===== config.mk =====
export PLATFORM = sky130hd
export DESIGN_NAME = aud_serial_rx
export DESIGN_NICKNAME = d
export VERILOG_FILES = /design/src/rtl/aud_rx_pkg.sv /design/src/rtl/aud_rx_sync.sv /design/src/rtl/aud_rx_framer.sv /design/src/rtl/aud_rx_pair.sv /design/src/rtl/aud_serial_rx.sv
export SDC_FILE = /design/constraint.sdc
export NUM_CORES = 1
export LEC_CHECK = 0
export ABC_CLOCK_PERIOD_IN_PS = 3300
export BUFFER_PORTS_ARGS = -buffer_cell sky130_fd_sc_hd__buf_2
export CAP_MARGIN = 20
export CELL_PAD_IN_SITES_DETAIL_PLACEMENT = 1
export CELL_PAD_IN_SITES_GLOBAL_PLACEMENT = 1
export CORE_MARGIN = 5
export CORE_UTILIZATION = 25
export DETAILED_ROUTE_END_ITERATION = 8
export PLACE_DENSITY = 0.56
export SYNTH_ARGS = -nofsm -noshare
export SYNTH_HDL_FRONTEND = slang
export SYNTH_SLANG_ARGS = --single-unit

===== constraint.sdc =====
create_clock -name clk -period 3.3 [get_ports clk]
set_clock_uncertainty 0.2 [all_clocks]
set_input_delay 0.66 -clock clk [delete_from_list [all_inputs] [get_ports clk]]
set_output_delay 0.66 -clock clk [all_outputs]
set_load 0.01 [all_outputs]

===== src/rtl/aud_rx_pkg.sv =====
package aud_rx_pkg;

   // Output sample width; every framing is aligned to this many bits.
   localparam int SAMPLE_W = 24;

   // Framing codes. Their values are visible at the fmt_sel port.
   localparam logic [2:0] FMT_RJ16 = 3'd0;
   localparam logic [2:0] FMT_RJ20 = 3'd1;
   localparam logic [2:0] FMT_LJ24 = 3'd2;
   localparam logic [2:0] FMT_I2S  = 3'd3;
   localparam logic [2:0] FMT_RJ24 = 3'd4;

   function automatic logic fmt_known(input logic [2:0] f);
      return f <= FMT_RJ24;
   endfunction

   function automatic logic fmt_is_rj(input logic [2:0] f);
      return (f == FMT_RJ16) || (f == FMT_RJ20) || (f == FMT_RJ24);
   endfunction

endpackage


===== src/rtl/aud_rx_sync.sv =====
module aud_rx_sync #(
   parameter int STAGES = 2
) (
   input  logic clk,
   input  logic rst_n,
   input  logic bit_clk,
   input  logic frame_clk,
   input  logic ser_data,
   output logic bit_stb,
   output logic lr_s,
   output logic dat_s
);

   initial begin
      assert (STAGES >= 0 && STAGES <= 4) else $error("aud_rx_sync: STAGES out of range");
   end

   logic [2:0] raw;
   logic [2:0] tamed;
   assign raw = {bit_clk, frame_clk, ser_data};

   // All three lines travel through the same number of stages, so they
   // stay aligned to each other in the system domain.
   generate
      if (STAGES == 0) begin : g_direct
         assign tamed = raw;
      end else begin : g_chain
         logic [STAGES-1:0][2:0] chain;
         always_ff @(posedge clk or negedge rst_n) begin
            if (!rst_n) begin
               chain <= '0;
            end else begin
               chain[0] <= raw;
               for (int i = 1; i < STAGES; i++) begin
                  chain[i] <= chain[i-1];
               end
            end
         end
         assign tamed = chain[STAGES-1];
      end
   endgenerate

   logic bck_prev;

   // Rising-edge detection on the bit clock. The frame clock and data are
   // registered alongside, so they are the values present at that edge.
   always_ff @(posedge clk or negedge rst_n) begin
      if (!rst_n) begin
         bck_prev <= 1'b0;
         bit_stb  <= 1'b0;
         lr_s     <= 1'b0;
         dat_s    <= 1'b0;
      end else begin
         bck_prev <= tamed[2];
         bit_stb  <= tamed[2] & ~bck_prev;
         lr_s     <= tamed[1];
         dat_s    <= tamed[0];
      end
   end

   AST_STB_SPACED: assert property (@(posedge clk) disable iff (!rst_n) bit_stb |=> !bit_stb) else $error("bit strobe lasted two cycles");

endmodule


===== src/rtl/aud_rx_framer.sv =====
module aud_rx_framer
   import aud_rx_pkg::*;
(
   input  logic                clk,
   input  logic                rst_n,
   input  logic                run,
   input  logic [2:0]          fmt,
   input  logic                bit_stb,
   input  logic                lr,
   input  logic                dat,
   output logic                half_done,
   output logic                half_left,
   output logic [SAMPLE_W-1:0] half_word
);

   localparam int               CNT_W    = $clog2(SAMPLE_W + 1);
   localparam logic [CNT_W-1:0] CNT_FULL = CNT_W'(SAMPLE_W);
   localparam logic [CNT_W-1:0] TOP_IDX  = CNT_W'(SAMPLE_W - 1);
   localparam logic [1:0]       PRIMED   = 2'd2;

   logic                is_i2s;
   logic                lr_d1;      // frame clock seen at the previous bit
   logic                sel;        // frame level that delimits halves
   logic                sel_prev;
   logic [1:0]          prime;      // bits seen since reset, saturating
   logic                started;    // a half boundary has been seen
   logic                lr_turn;
   logic [SAMPLE_W-1:0] sr;         // continuous shifter, right-justified
   logic [SAMPLE_W-1:0] acc;        // positional fill, left-justified / I2S
   logic [CNT_W-1:0]    cnt;
   logic [SAMPLE_W-1:0] rj_word;
   logic [SAMPLE_W-1:0] done_word;

   assign is_i2s = (fmt == FMT_I2S);
   // I2S is handled as left-justified on a frame clock delayed by one bit.
   assign sel     = is_i2s ? lr_d1 : lr;
   assign lr_turn = (prime == PRIMED) && (sel != sel_prev);

   always_comb begin
      unique case (fmt)
         FMT_RJ16: rj_word = {sr[15:0], 8'd0};
         FMT_RJ20: rj_word = {sr[19:0], 4'd0};
         default:  rj_word = sr;
      endcase
   end

   assign done_word = fmt_is_rj(fmt) ? rj_word : acc;

   always_ff @(posedge clk or negedge rst_n) begin
      if (!rst_n) begin
         lr_d1     <= 1'b0;
         sel_prev  <= 1'b0;
         prime     <= 2'd0;
         started   <= 1'b0;
         sr        <= '0;
         acc       <= '0;
         cnt       <= '0;
         half_done <= 1'b0;
         half_left <= 1'b0;
         half_word <= '0;
      end else begin
         half_done <= 1'b0;
         if (run && bit_stb) begin
            lr_d1    <= lr;
            sel_prev <= sel;
            if (prime != PRIMED) prime <= prime + 2'd1;
            sr <= {sr[SAMPLE_W-2:0], dat};
            if (lr_turn) begin
               started   <= 1'b1;
               half_done <= started & fmt_known(fmt);
               half_left <= sel_prev ^ is_i2s;
               half_word <= done_word;
               acc       <= {dat, {(SAMPLE_W-1){1'b0}}};
               cnt       <= CNT_W'(1);
            end else if (cnt < CNT_FULL) begin
               acc[TOP_IDX - cnt] <= dat;
               cnt                <= cnt + CNT_W'(1);
            end
         end
      end
   end

   AST_DONE_ON_BIT: assert property (@(posedge clk) disable iff (!rst_n) half_done |-> $past(bit_stb)) else $error("half completed without a bit");
   AST_DONE_KNOWN: assert property (@(posedge clk) disable iff (!rst_n) half_done |-> fmt_known(fmt)) else $error("half completed in unused format");

endmodule


===== src/rtl/aud_rx_pair.sv =====
module aud_rx_pair
   import aud_rx_pkg::*;
(
   input  logic                clk,
   input  logic                rst_n,
   input  logic                half_done,
   input  logic                half_left,
   input  logic [SAMPLE_W-1:0] half_word,
   output logic                valid,
   output logic [SAMPLE_W-1:0] left_word,
   output logic [SAMPLE_W-1:0] right_word
);

   logic [SAMPLE_W-1:0] left_hold;
   logic                have_left;

   always_ff @(posedge clk or negedge rst_n) begin
      if (!rst_n) begin
         left_hold  <= '0;
         have_left  <= 1'b0;
         valid      <= 1'b0;
         left_word  <= '0;
         right_word <= '0;
      end else begin
         valid <= 1'b0;
         if (half_done) begin
            if (half_left) begin
               left_hold <= half_word;
               have_left <= 1'b1;
            end else if (have_left) begin
               left_word  <= left_hold;
               right_word <= half_word;
               valid      <= 1'b1;
               have_left  <= 1'b0;
            end
         end
      end
   end

   AST_VALID_PULSE: assert property (@(posedge clk) disable iff (!rst_n) valid |=> !valid) else $error("valid wider than one cycle");
   AST_HOLD_LEFT: assert property (@(posedge clk) disable iff (!rst_n) !valid |-> $stable(left_word)) else $error("left word moved without valid");
   AST_HOLD_RIGHT: assert property (@(posedge clk) disable iff (!rst_n) !valid |-> $stable(right_word)) else $error("right word moved without valid");

endmodule


===== src/rtl/aud_serial_rx.sv =====
module aud_serial_rx
   import aud_rx_pkg::*;
#(
   parameter int SYNC_STAGES = 2
) (
   input  logic        clk,
   input  logic        rst_n,
   input  logic        bit_clk,
   input  logic        frame_clk,
   input  logic        ser_data,
   input  logic [2:0]  fmt_sel,
   output logic        valid,
   output logic [23:0] left_word,
   output logic [23:0] right_word
);

   initial begin
      assert (SAMPLE_W == 24) else $error("aud_serial_rx: port width assumes 24-bit samples");
   end

   logic       cfg_loaded;
   logic [2:0] fmt_q;

   // Format capture: once per reset, in the first cycle after release.
   always_ff @(posedge clk or negedge rst_n) begin
      if (!rst_n) begin
         cfg_loaded <= 1'b0;
         fmt_q      <= 3'd0;
      end else if (!cfg_loaded) begin
         cfg_loaded <= 1'b1;
         fmt_q      <= fmt_sel;
      end
   end

   logic                bit_stb;
   logic                lr_s;
   logic                dat_s;
   logic                half_done;
   logic                half_left;
   logic [SAMPLE_W-1:0] half_word;

   aud_rx_sync #(.STAGES(SYNC_STAGES)) u_sync (
      .clk       (clk),
      .rst_n     (rst_n),
      .bit_clk   (bit_clk),
      .frame_clk (frame_clk),
      .ser_data  (ser_data),
      .bit_stb   (bit_stb),
      .lr_s      (lr_s),
      .dat_s     (dat_s)
   );

   aud_rx_framer u_framer (
      .clk       (clk),
      .rst_n     (rst_n),
      .run       (cfg_loaded),
      .fmt       (fmt_q),
      .bit_stb   (bit_stb),
      .lr        (lr_s),
      .dat       (dat_s),
      .half_done (half_done),
      .half_left (half_left),
      .half_word (half_word)
   );

   aud_rx_pair u_pair (
      .clk        (clk),
      .rst_n      (rst_n),
      .half_done  (half_done),
      .half_left  (half_left),
      .half_word  (half_word),
      .valid      (valid),
      .left_word  (left_word),
      .right_word (right_word)
   );

   AST_CFG_FROZEN: assert property (@(posedge clk) disable iff (!rst_n) cfg_loaded |=> $stable(fmt_q)) else $error("format changed after capture");
   AST_UNUSED_SILENT: assert property (@(posedge clk) disable iff (!rst_n) (cfg_loaded && fmt_q > FMT_RJ24) |-> !valid) else $error("valid in unused format");
   AST_RJ16_PAD: assert property (@(posedge clk) disable iff (!rst_n) (valid && fmt_q == FMT_RJ16) |-> (left_word[7:0] == 8'd0 && right_word[7:0] == 8'd0)) else $error("16-bit pad not zero");
   AST_RJ20_PAD: assert property (@(posedge clk) disable iff (!rst_n) (valid && fmt_q == FMT_RJ20) |-> (left_word[3:0] == 4'd0 && right_word[3:0] == 4'd0)) else $error("20-bit pad not zero");

endmodule


; Yosys cells after proc, flatten, opt, wreduce, memory -nomap -nowiden
; Index checks and enable logic that the tools add are counted.
[totals]
regBits = 172
inputBits = 8
output_inout_bits = 49
wordCells = 69
[op_classes]
n_addsub = 3
magnitude_cmp = 4
n_eq_ne = 6
mux = 16
bitwise_logic = 5
reduce_logical = 12
[op_table]
columns = operator, n
row1 = 2-to-1 mux 24 bit, 3
row2 = case mux 24 bit (2 select lines), 1
row3 = bitwise mux 24 bit, 1
row4 = 2-to-1 mux 5 bit, 2
row5 = 2-to-1 mux 1 bit, 8
row6 = AND reduction 2 bit, 4
row7 = less-than comparator 5 x 6 -> 1 bit (second input constant), 1
row8 = adder 5 x 1 -> 5 bit (second input constant), 1
row9 = demux 1 bit (select 5 bit), 1
row10 = greater-or-equal comparator 5 x 1 -> 1 bit (second input constant), 1
row11 = less-than comparator 5 bit (second input constant), 1
row12 = subtractor 5 bit (first input constant), 1
row13 = equality test 3 x 1 -> 1 bit (second input constant), 1
row14 = equality test 3 x 2 -> 1 bit (second input constant), 1
row15 = equality test 3 bit (second input constant), 1
row16 = <= comparator 3 bit (second input constant), 1
row17 = logical AND 1 bit, 3
row18 = zero test 3 bit, 1
row19 = AND reduction 3 bit, 1
row20 = adder 2 x 1 -> 2 bit (second input constant), 1
row21 = bitwise AND 1 bit, 2
row22 = equality test 2 bit (second input constant), 1
row23 = logical OR 1 bit, 2
row24 = inequality test 2 bit (second input constant), 1
row25 = other kinds (4), 5

; Longest topological paths before layout
; Gate-level depths: netlist of the first run.
[depth]
ltp_word = 8
depth_mapped = 7
depth_no_buf = 6

; Hierarchy
; From an unflattened synthesis of the first run, not the netlist that was laid out.
[unflattened]
hier_cells = 626
hier_area_um2 = 7313.3
[modules_own_cells]
columns = mod, instances, cells_each, area_each_um2, seq_area_each_um2
row1 = aud_rx_framer, 1, 449, 4129.0, 2102.0
row2 = aud_rx_pair, 1, 158, 2782.7, 1851.8
row3 = aud_rx_sync, 1, 11, 264.0, 250.2
row4 = aud_serial_rx, 1, 8, 137.6, 100.1

; Worst setup path after synthesis of the first run
; OpenSTA, ideal clock, no wires.
[synth_path]
path_kind = flip-flop to flip-flop
from = reg u_framer.prime[0]
to = reg u_framer.half_word[0]
setup_ns = 0.125
arrival_time_ns = 1.699
required_ns = 2.975
setup_slack_ns = 1.276
stages_incl_launch_ff = 7
n_path_buf = 1
synth_period_minus_slack_ns = 2.024
cell_sequence = dfrtp_1 > inv_1 > ha_1 > or3b_4 > a21oi_4 > buf_6 > mux2_2
[synth_via]
elab_chain_cells = 3
[synth_lines]
columns = item, line
row1 = start: declaration, aud_rx_framer.sv:25  ; logic [1:0] prime;
row2 = start signal: assignment, aud_rx_framer.sv:66  ; if (prime != PRIMED) prime <= prime + 2'd1;
row3 = equality test 2 bit, aud_rx_framer.sv:37  ; assign lr_turn = (prime == PRIMED) && (sel != sel_prev);
row4 = logical AND 1 bit, aud_rx_framer.sv:37
row5 = AND reduction 2 bit (no line), -
row6 = end signal: assignment, aud_rx_framer.sv:72  ; half_word <= done_word;
row7 = end: declaration, aud_rx_framer.sv:13  ; output logic [SAMPLE_W-1:0] half_word
; Every way passes these cells.
; A chain may end at the register's enable or synchronous reset.

; Worst setup path in the final report of the first run
[layout_path]
from = reg u_framer.prime[0]
to = reg u_framer.half_word[23]
; The elaborated chain is that of the path after synthesis.

==> results_dict.tcl, run 1 <==
set metrics [dict create \
    critPathTopFamily "buffers and inverters" \
    placed_cells 1105 \
    r2r-end "u_framer.half_word[23]" \
    drcViolationCount 0 \
    min_period_over_period 0.722 \
    cts_resized 0 \
    ctsHtreeMaxLevel 4 \
    io_buffers 56 \
    ys_warn_count 0 \
    p_leak_nw 4.35 \
    cts_tree "yes" \
    path_max_fanout 30 \
    endpoint_kind "register" \
    setup_viol 0 \
    async_reset_ff_frac 1.00 \
    synth_ff_type "dfrtp_1" \
    place_congestion 0.740 \
    critPathBufInv 2 \
    fin_crit_ns 2.38 \
    status "finished clean" \
    reg2regPathDepth 6 \
    start_util 0.254 \
    start_kind "register" \
    area.growth.synth_to_final_pct 17.4 \
    first_global_vias 5526 \
    wl_per_cell_um 16.8 \
    maxCapViolations 0 \
    cp.arrival_ns 2.50 \
    nFillCells 3320 \
    core_mm2 0.0297 \
    rrSetupSlack_ns 0.92 \
    tns_ns 0 \
    power.total_mw 5.53 \
    clock_latency_ns 0.43 \
    cts_setup_buffers 0 \
    synth-seq-cells 172 \
    drive_gt1_frac 0.237 \
    final_cell_mix "nand2_1, dfrtp_1, mux2_2, buf_2, o21ai_0" \
    cts.sinks 172 \
    fin_area_mm2 0.00885 \
    startpoint "u_framer.prime[0]" \
    synth_edf_count 0 \
    synth_cell_types 46 \
    max_stage_delay_ns 0.43 \
    power.switching_mw 1.67 \
    synth_area_leaders "dfrtp_1, mux2_2, nand2_1" \
    antenna_found_initial 0 \
    drt_iter0_markers 212 \
    rsz0062_at_grt "false" \
    syn_avg_cell_area_um2 10.9 \
    die_x_um 184 \
    switching_share 0.303 \
    hp-class "in2async" \
    p_per_area_mw_per_mm2 625 \
    p_int_mw 3.86 \
    clock_path_buffers 2 \
    dieHeight_um 184 \
    grt_start_max_net_pins 75 \
    share_comb_of_total_power 0.137 \
    layout.cells.non_filler 1137 \
    p_clk_frac 0.384 \
    r2r-start "u_framer.prime[0]" \
    maxSlewViolCount 0 \
    hold_buffers 0 \
    fin_nets 747 \
    crit_type "reg2reg" \
    antennaDiodeCount 0 \
    synth.top_cell.area_share 0.570 \
    final_hold_viol_count 0 \
    ys_seq_area_frac 0.570 \
    critPathRequiredTime_ns 3.41 \
    wirelength_mm 19.1 \
    path_cells "inv_1 > ha_1 > or3b_4 > a21oi_4 > buf_4 > mux2_2" \
    via_per_inst 4.59 \
    cts_made_buffers 17 \
    dp_hpwl_mm 12.6 \
    worst_pin_slew_ns 0.888 \
    cts_root_buf "clkbuf_16" \
    dpl_cell_area_mm2 0.00823 \
    grt_usage 0.117 \
    slew_headroom 0.408 \
    dr.pass1.iters 4 \
    postSynthCellCount 691 \
    seq_power_share 0.478 \
    clkTransAtPathRegs_ns 0.07 \
    synth.largest_area_cell "dfrtp_1" \
    synth_fp_nets 704 \
    syn_area_mm2 0.00754 \
    antenna_left 0 \
    worst_ir_drop_vdd_mv 0.400 \
    final_common_cell "nand2_1" \
    dieArea_mm2 0.0338 \
    grt_pass1_wl_mm 31.7 \
    clock.fmax_ghz 0.420 \
    vias 5215 \
    slowest_stage "or3b_4" \
    row_count 63 \
    ios 57 \
    grt_overflow 0 \
]
registers in the layout, indices dropped and copies added, names as in the netlist:
name / flops
cfg_loaded: 1
fmt_q: 3
u_framer.acc: 24
u_framer.cnt: 5
u_framer.half_done: 1
u_framer.half_left: 1
u_framer.half_word: 24
u_framer.lr_d1: 1
u_framer.prime: 2
u_framer.sel_prev: 1
u_framer.sr: 24
u_framer.started: 1
u_pair.have_left: 1
u_pair.left_hold: 24
u_pair.left_word: 24
u_pair.right_word: 24
u_pair.valid: 1
u_sync.bck_prev: 1
u_sync.bit_stb: 1
u_sync.dat_s: 1
u_sync.g_chain.chain: 3
u_sync.lr_s: 1
u_sync.tamed: 3
area by class of cell:
cell class | instances | area (um^2) | share of cell area
Sequential cell | 172 | 4300 | 0.486
Inverter | 17 | 63.8 | 0.00721
Tap cell | 390 | 488 | 0.0551
Clock inverter | 15 | 198 | 0.0223
Clock buffer | 17 | 425 | 0.0480
Timing Repair Buffer | 71 | 412 | 0.0465
Multi-Input combinational cell | 455 | 2960 | 0.335
Yosys cell counts, drive strengths merged, types with 3 or more instances:
cell / number
ha: 5
nor2: 18
nand3b: 4
nand2: 176
o31ai: 5
o21ai: 35
buf: 22
inv: 17
dfrtp: 172
nand2b: 4
a2111oi: 3
a221oi: 6
nor4: 6
nor3: 5
nor2b: 8
mux2i: 34
a211oi: 5
a222oi: 4
a21oi: 8
a2bb2oi: 6
a21boi: 3
a22o: 12
o22ai: 13
xnor2: 3
clkbuf: 25
mux2: 72
routing by layer:
layer / global-route usage / vias up / routed length, um
li1: - / 2470 / -
met1: 0.164 / 2658 / 9280
met2: 0.185 / 74 / 8910
met3: 0.0251 / 13 / 678
met4: 0.0278 / 0 / 192
met5: 0 / - / 0
power groups by stage:
stage / sequential [mW] / clock (mW) / combinational, mW
final: 2.65 / 2.13 / 0.760
after global routing: 2.70 / 2.27 / 0.857
after CTS: 2.65 / 2.19 / 0.777
after detailed placement: 2.69 / 0 / 0.772
after global placement: 2.70 / 0 / 0.763
after floorplan: 2.53 / 0 / 0.602
through the flow:
step	setup WS, ns	util	hold WS (ns)
global placement	0.947	0.277	0.134
floorplan	1.28	-	0.131
CTS	0.887	0.298	0.0910
finish	0.917	0.298	0.0672
detailed placement	0.909	0.277	0.136
global route	0.756	0.298	0.110
kinds of logic after synthesis:
family | after synthesis | synth area share
other | 1 | 0.000497
XOR/XNOR | 4 | 0.00464
AO/OA/AOI/OAI | 106 | 0.0967
buffers and inverters | 64 | 0.0366
adder cells (fa/ha/maj) | 5 | 0.00829
AND/OR/NAND/NOR | 233 | 0.130
flip-flops | 172 | 0.570
multiplexers | 106 | 0.153
how the worst max path moves through the flow:
stage,to,cells after the start,slack (ns)
final,u_framer.half_word[23],6,0.92
after global routing,u_framer.acc[20],5,0.76
after CTS,u_framer.half_word[23],6,0.89
after detailed placement,u_framer.acc[20],5,0.91
after global placement,u_framer.half_word[19],6,0.95
after floorplan,u_framer.half_word[0],6,1.28
Power figures use the tool's default switching activity.
==> run 2, diff against run 1 <==
--- a/config.mk
+++ b/config.mk
@@ -5,7 +5,7 @@
 export SDC_FILE = /design/constraint.sdc
 export NUM_CORES = 1
 export LEC_CHECK = 0
-export ABC_CLOCK_PERIOD_IN_PS = 3300
+export ABC_CLOCK_PERIOD_IN_PS = 2250
 export BUFFER_PORTS_ARGS = -buffer_cell sky130_fd_sc_hd__buf_2
 export CAP_MARGIN = 20
 export CELL_PAD_IN_SITES_DETAIL_PLACEMENT = 1
==> constraint.sdc (replaced) <==
create_clock -name clk -period 2.25 [get_ports clk]
set_clock_uncertainty 0.2 [all_clocks]
set_input_delay 0.45 -clock clk [delete_from_list [all_inputs] [get_ports clk]]
set_output_delay 0.45 -clock clk [all_outputs]
set_load 0.01 [all_outputs]
==> results_dict.tcl, run 2 (synthesized netlist as in run 1, its figures left out) <==
set metrics [dict create \
    first_global_vias 5627 \
    dr.pass1.iters 4 \
    die_x_um 184 \
    worst_pin_slew_ns 0.773 \
    start_util 0.254 \
    layout.cells.non_filler 1151 \
    cts_resized 0 \
    ios 57 \
    tns_ns 0 \
    clkTransAtPathRegs_ns 0.07 \
    antenna_left 0 \
    maxCapViolations 0 \
    min_from "fmt_sel[0]" \
    hp-class "in2reg" \
    slew_headroom 0.484 \
    final_hold_viol_count 0 \
    path_max_fanout 18 \
    cts_tree "yes" \
    vias 5245 \
    critPathRequiredTime_ns 2.36 \
    io_buffers 56 \
    dieArea_mm2 0.0338 \
    drive_gt1_frac 0.246 \
    cts_root_buf "clkbuf_16" \
    rrSetupSlack_ns 0.12 \
    endpoint_kind "register" \
    drcViolationCount 0 \
    cts_made_buffers 17 \
    antennaDiodeCount 0 \
    setup_viol 0 \
    ctsHtreeMaxLevel 4 \
    min_to "fmt_q[0]" \
    dp_hpwl_mm 12.8 \
    crit_type "reg2reg" \
    fin_nets 761 \
    grt_start_max_net_pins 53 \
    r2r-end "u_framer.half_word[0]" \
    grt_overflow 0 \
    drt_iter0_markers 262 \
    clock.fmax_ghz 0.469 \
    min_period_over_period 0.947 \
    cts.sinks 172 \
    fin_crit_ns 2.13 \
    wl_per_cell_um 16.3 \
    dieHeight_um 184 \
    clock_latency_ns 0.43 \
    via_per_inst 4.56 \
    placed_cells 1115 \
    holdPathStages 2 \
    grt_pass1_wl_mm 31.8 \
    final_cell_mix "nand2_1, dfrtp_1, mux2_2, buf_2, o21ai_0" \
    p_per_area_mw_per_mm2 905 \
    antenna_found_initial 0 \
    maxSlewViolCount 0 \
    start_kind "register" \
    area.growth.synth_to_final_pct 20.2 \
    clock_path_buffers 2 \
    wirelength_mm 18.8 \
    cp.arrival_ns 2.24 \
    place_congestion 0.749 \
    row_count 63 \
    core_mm2 0.0297 \
    rsz0062_at_grt "false" \
    p_leak_nw 4.45 \
    worst_ir_drop_vdd_mv 0.539 \
    reg2regPathDepth 6 \
    grt_usage 0.117 \
    cts_setup_buffers 0 \
    fin_area_mm2 0.00907 \
    power.total_mw 8.21 \
    final_common_cell "nand2_1" \
    dpl_cell_area_mm2 0.00841 \
    r2r-start "u_framer.prime[0]" \
    status "finished clean" \
]
run 2: through the flow:
| step | setup WS [ns] | util | hold slack [ns] |
|---|---|---|---|
| after global placement | 0.145 | 0.283 | 0.134 |
| after CTS | 0.0782 | 0.305 | 0.0575 |
| after global routing | 0.0131 | 0.305 | 0.0638 |
| final | 0.120 | 0.305 | 0.0733 |
| after floorplan | 0.226 | - | -0.0456 |
| after detailed placement | 0.108 | 0.283 | 0.137 |
run 2: final cells by class:
class,instances,area (um^2)
Multi-Input combinational cell,455,2960
Tap cell,390,488
Fill cell,3368,20700
Clock buffer,18,439
Timing Repair Buffer,85,627
Clock inverter,14,180
Inverter,17,63.8
Sequential cell,172,4300
run 2: repair_timing:
action | CTS | global route
endpoints found under the setup margin | 0 | 4
hold buffers | 4 | 0
endpoints found under the hold margin | 31 | 0
run 2: how the worst max path moves through the flow:
stage	startpoint	to	slack [ns]	depth (start not counted)
4_1_cts	u_framer.prime[0]	u_framer.half_word[0]	0.08	6
5_1_grt	u_framer.prime[0]	u_framer.half_word[0]	0.01	6
6_report	u_framer.prime[0]	u_framer.half_word[0]	0.12	6
3_5_place_dp	u_framer.prime[0]	u_framer.half_word[12]	0.11	6
3_3_place_gp	u_framer.prime[0]	u_framer.half_word[12]	0.14	6
2_1_floorplan	u_framer.prime[0]	u_framer.half_word[0]	0.23	6
run 2: metal layers:
metal	vias to the layer above	global-route usage	routed length, um
met5	-	0	0
met4	0	0.0385	300
met2	63	0.184	8860
met1	2669	0.163	9150
met3	18	0.0228	484
li1	2495	-	-
run 2: where the power goes:
group          internal (mW)  leakage, nW  total (mW)  switching [mW]
Clock                   1.81        0.304        3.15            1.34
Sequential              3.46         2.21        3.87           0.413
Combinational          0.564         1.94        1.19           0.626
Total                   5.83         4.45        8.21            2.38
run 2: critical path, cell delays in order (launching register included):
cell and delay, ns:
dfrtp_1 0.36, inv_1 0.09, ha_1 0.16, or3b_4 0.41, a21oi_4 0.22, buf_12 0.20, mux2_2 0.35
==> run 3, diff against run 2 <==
--- a/config.mk
+++ b/config.mk
@@ -5,11 +5,12 @@
 export SDC_FILE = /design/constraint.sdc
 export NUM_CORES = 1
 export LEC_CHECK = 0
-export ABC_CLOCK_PERIOD_IN_PS = 2250
+export ABC_CLOCK_PERIOD_IN_PS = 2200
 export BUFFER_PORTS_ARGS = -buffer_cell sky130_fd_sc_hd__buf_2
 export CAP_MARGIN = 20
 export CELL_PAD_IN_SITES_DETAIL_PLACEMENT = 1
 export CELL_PAD_IN_SITES_GLOBAL_PLACEMENT = 1
+export CORE_ASPECT_RATIO = 0.8
 export CORE_MARGIN = 5
 export CORE_UTILIZATION = 25
 export DETAILED_ROUTE_END_ITERATION = 8
==> constraint.sdc (replaced) <==
create_clock -name clk -period 2.2 [get_ports clk]
set_clock_uncertainty 0.2 [all_clocks]
set_input_delay 0.44 -clock clk [delete_from_list [all_inputs] [get_ports clk]]
set_output_delay 0.44 -clock clk [all_outputs]
set_load 0.01 [all_outputs]
==> results_dict.tcl, run 3 (synthesized netlist as in run 1, its figures left out) <==
set metrics [dict create \
    slew_headroom 0.629 \
    met3_usage 0.0287 \
    reg2regPathDepth 6 \
    rrSetupSlack_ns 0.07 \
    cts_made_buffers 17 \
    drt_iter0_markers 301 \
    antennaDiodeCount 0 \
    vias 5269 \
    maxCapViolations 0 \
    r2r-start "fmt_q[2]" \
    io_buffers 56 \
    cp.arrival_ns 2.25 \
    dp_hpwl_mm 13.2 \
    tns_ns 0 \
    gr-usage-met2 0.175 \
    row_count 56 \
    path_cells "nand3b_4 > or3b_4 > a21oi_4 > buf_12 > clkbuf_16 > mux2_2" \
    clock_path_buffers 2 \
    critPathCapture "u_framer.half_word[9]" \
    setup_viol 0 \
    startpoint "fmt_q[2]" \
    cts_root_buf "clkbuf_16" \
    final_common_cell "nand2_1" \
    clock.fmax_ghz 0.470 \
    max_stage_delay_ns 0.43 \
    ios 57 \
    endpoint_kind "register" \
    hp-class "in2reg" \
    first_global_vias 5581 \
    die_x_um 204 \
    antenna_left 0 \
    critPathRequiredTime_ns 2.32 \
    clkTransAtPathRegs_ns 0.07 \
    p_leak_nw 4.53 \
    p_per_area_mw_per_mm2 916 \
    antenna_found_initial 0 \
    cts.sinks 172 \
    worst-path-stages 6 \
    rsz0062_at_grt "false" \
    fin_crit_ns 2.13 \
    grt_usage 0.121 \
    gr-max-usage-layer "met1" \
    maxSlewViolCount 0 \
    grt_pass1_wl_mm 32.3 \
    area.growth.synth_to_final_pct 22.3 \
    crit_type "reg2reg" \
    slowest_stage "or3b_4" \
    dieArea_mm2 0.0338 \
    min_period_over_period 0.968 \
    cts_tree "yes" \
    dr.pass1.iters 6 \
    met1_usage 0.180 \
    hold_ws_ns 0.0759 \
    critPathTopFamily "simple AND/OR/NAND/NOR gates" \
    final_hold_viol_count 0 \
    clock_latency_ns 0.44 \
    place_congestion 0.776 \
    worst_ir_drop_vdd_mv 0.569 \
    wirelength_mm 19.7 \
    nFillCells 3351 \
    core_mm2 0.0296 \
    final_cell_mix "nand2_1, dfrtp_1, mux2_2, buf_2, o21ai_0" \
    path_max_fanout 7 \
    ctsHtreeMaxLevel 4 \
    status "finished clean" \
    dieHeight_um 165 \
    critPathBufInv 2 \
    grt_start_max_net_pins 59 \
    worst_pin_slew_ns 0.552 \
    start_kind "register" \
    wl_per_cell_um 16.7 \
    grt_overflow 0 \
    drcViolationCount 0 \
    r2r-end "u_framer.half_word[9]" \
    via_per_inst 4.47 \
    start_util 0.255 \
    fin_nets 772 \
    drive_gt1_frac 0.258 \
]
run 3: layout make-up:
cell class	count	area (um^2)	share of cell area
Sequential cell	172	4300	0.466
Multi-Input combinational cell	455	2980	0.322
Timing Repair Buffer	96	748	0.0811
Tap cell	406	508	0.0550
Clock buffer	23	498	0.0540
Clock inverter	9	133	0.0144
Inverter	17	63.8	0.00691
run 3: layer usage:
metal	vias to the layer above	part of all wire
li1	2514	-
met1	2674	0.52
met2	67	0.43
met3	14	0.035
met4	0	0.011
met5	-	0
run 3: repair_timing:
| action | CTS | global route |
|---|---|---|
| endpoints found under the setup margin | 0 | 21 |
| endpoints found under the hold margin | 33 | 0 |
| setup buffers | 0 | 7 |
| gates resized for setup | 0 | 3 |
| hold buffers | 4 | 0 |
run 3: worst reg2reg max path, cell delays in order (launching register included):
cell	delay [ns]
dfrtp_1	0.42
nand3b_4	0.18
or3b_4	0.43
a21oi_4	0.16
buf_12	0.15
clkbuf_16	0.16
mux2_2	0.33
run 3: power breakdown:
part | switching, mW | total [mW] | internal [mW] | leakage [nW]
clock network | 1.30 | 3.24 | 1.94 | 0.306
registers | 0.410 | 3.95 | 3.54 | 2.21
logic | 0.659 | 1.27 | 0.611 | 2.01
run 3: stage by stage:
step / power [mW] / instance area (um^2) / setup slack [ns] / utilization / instances
finish: 8.46 / 9230 / 0.0709 / 0.312 / 1178
CTS: 8.57 / 9090 / 0.0278 / 0.308 / 1168
global route: 8.92 / 9230 / 0.0277 / 0.312 / 1178
floorplan: 4.70 / 7540 / 0.176 / - / 691
global placement: 5.23 / 8420 / 0.0768 / 0.285 / 1132
detailed placement: 5.26 / 8420 / 0.0404 / 0.285 / 1132
run 3: worst min-delay path by stage:
stage                     depth (start not counted)               startpoint  slack [ns]              end
after detailed placement                          0  u_sync.g_chain.chain[2]        0.14  u_sync.tamed[2]
after global placement                            0  u_sync.g_chain.chain[2]        0.14  u_sync.tamed[2]
after floorplan                                   0                    rst_n       -0.06       cfg_loaded
after CTS                                         2               fmt_sel[2]        0.07         fmt_q[2]
after global routing                              2               fmt_sel[2]        0.06         fmt_q[2]
final                                             2               fmt_sel[2]        0.08         fmt_q[2]
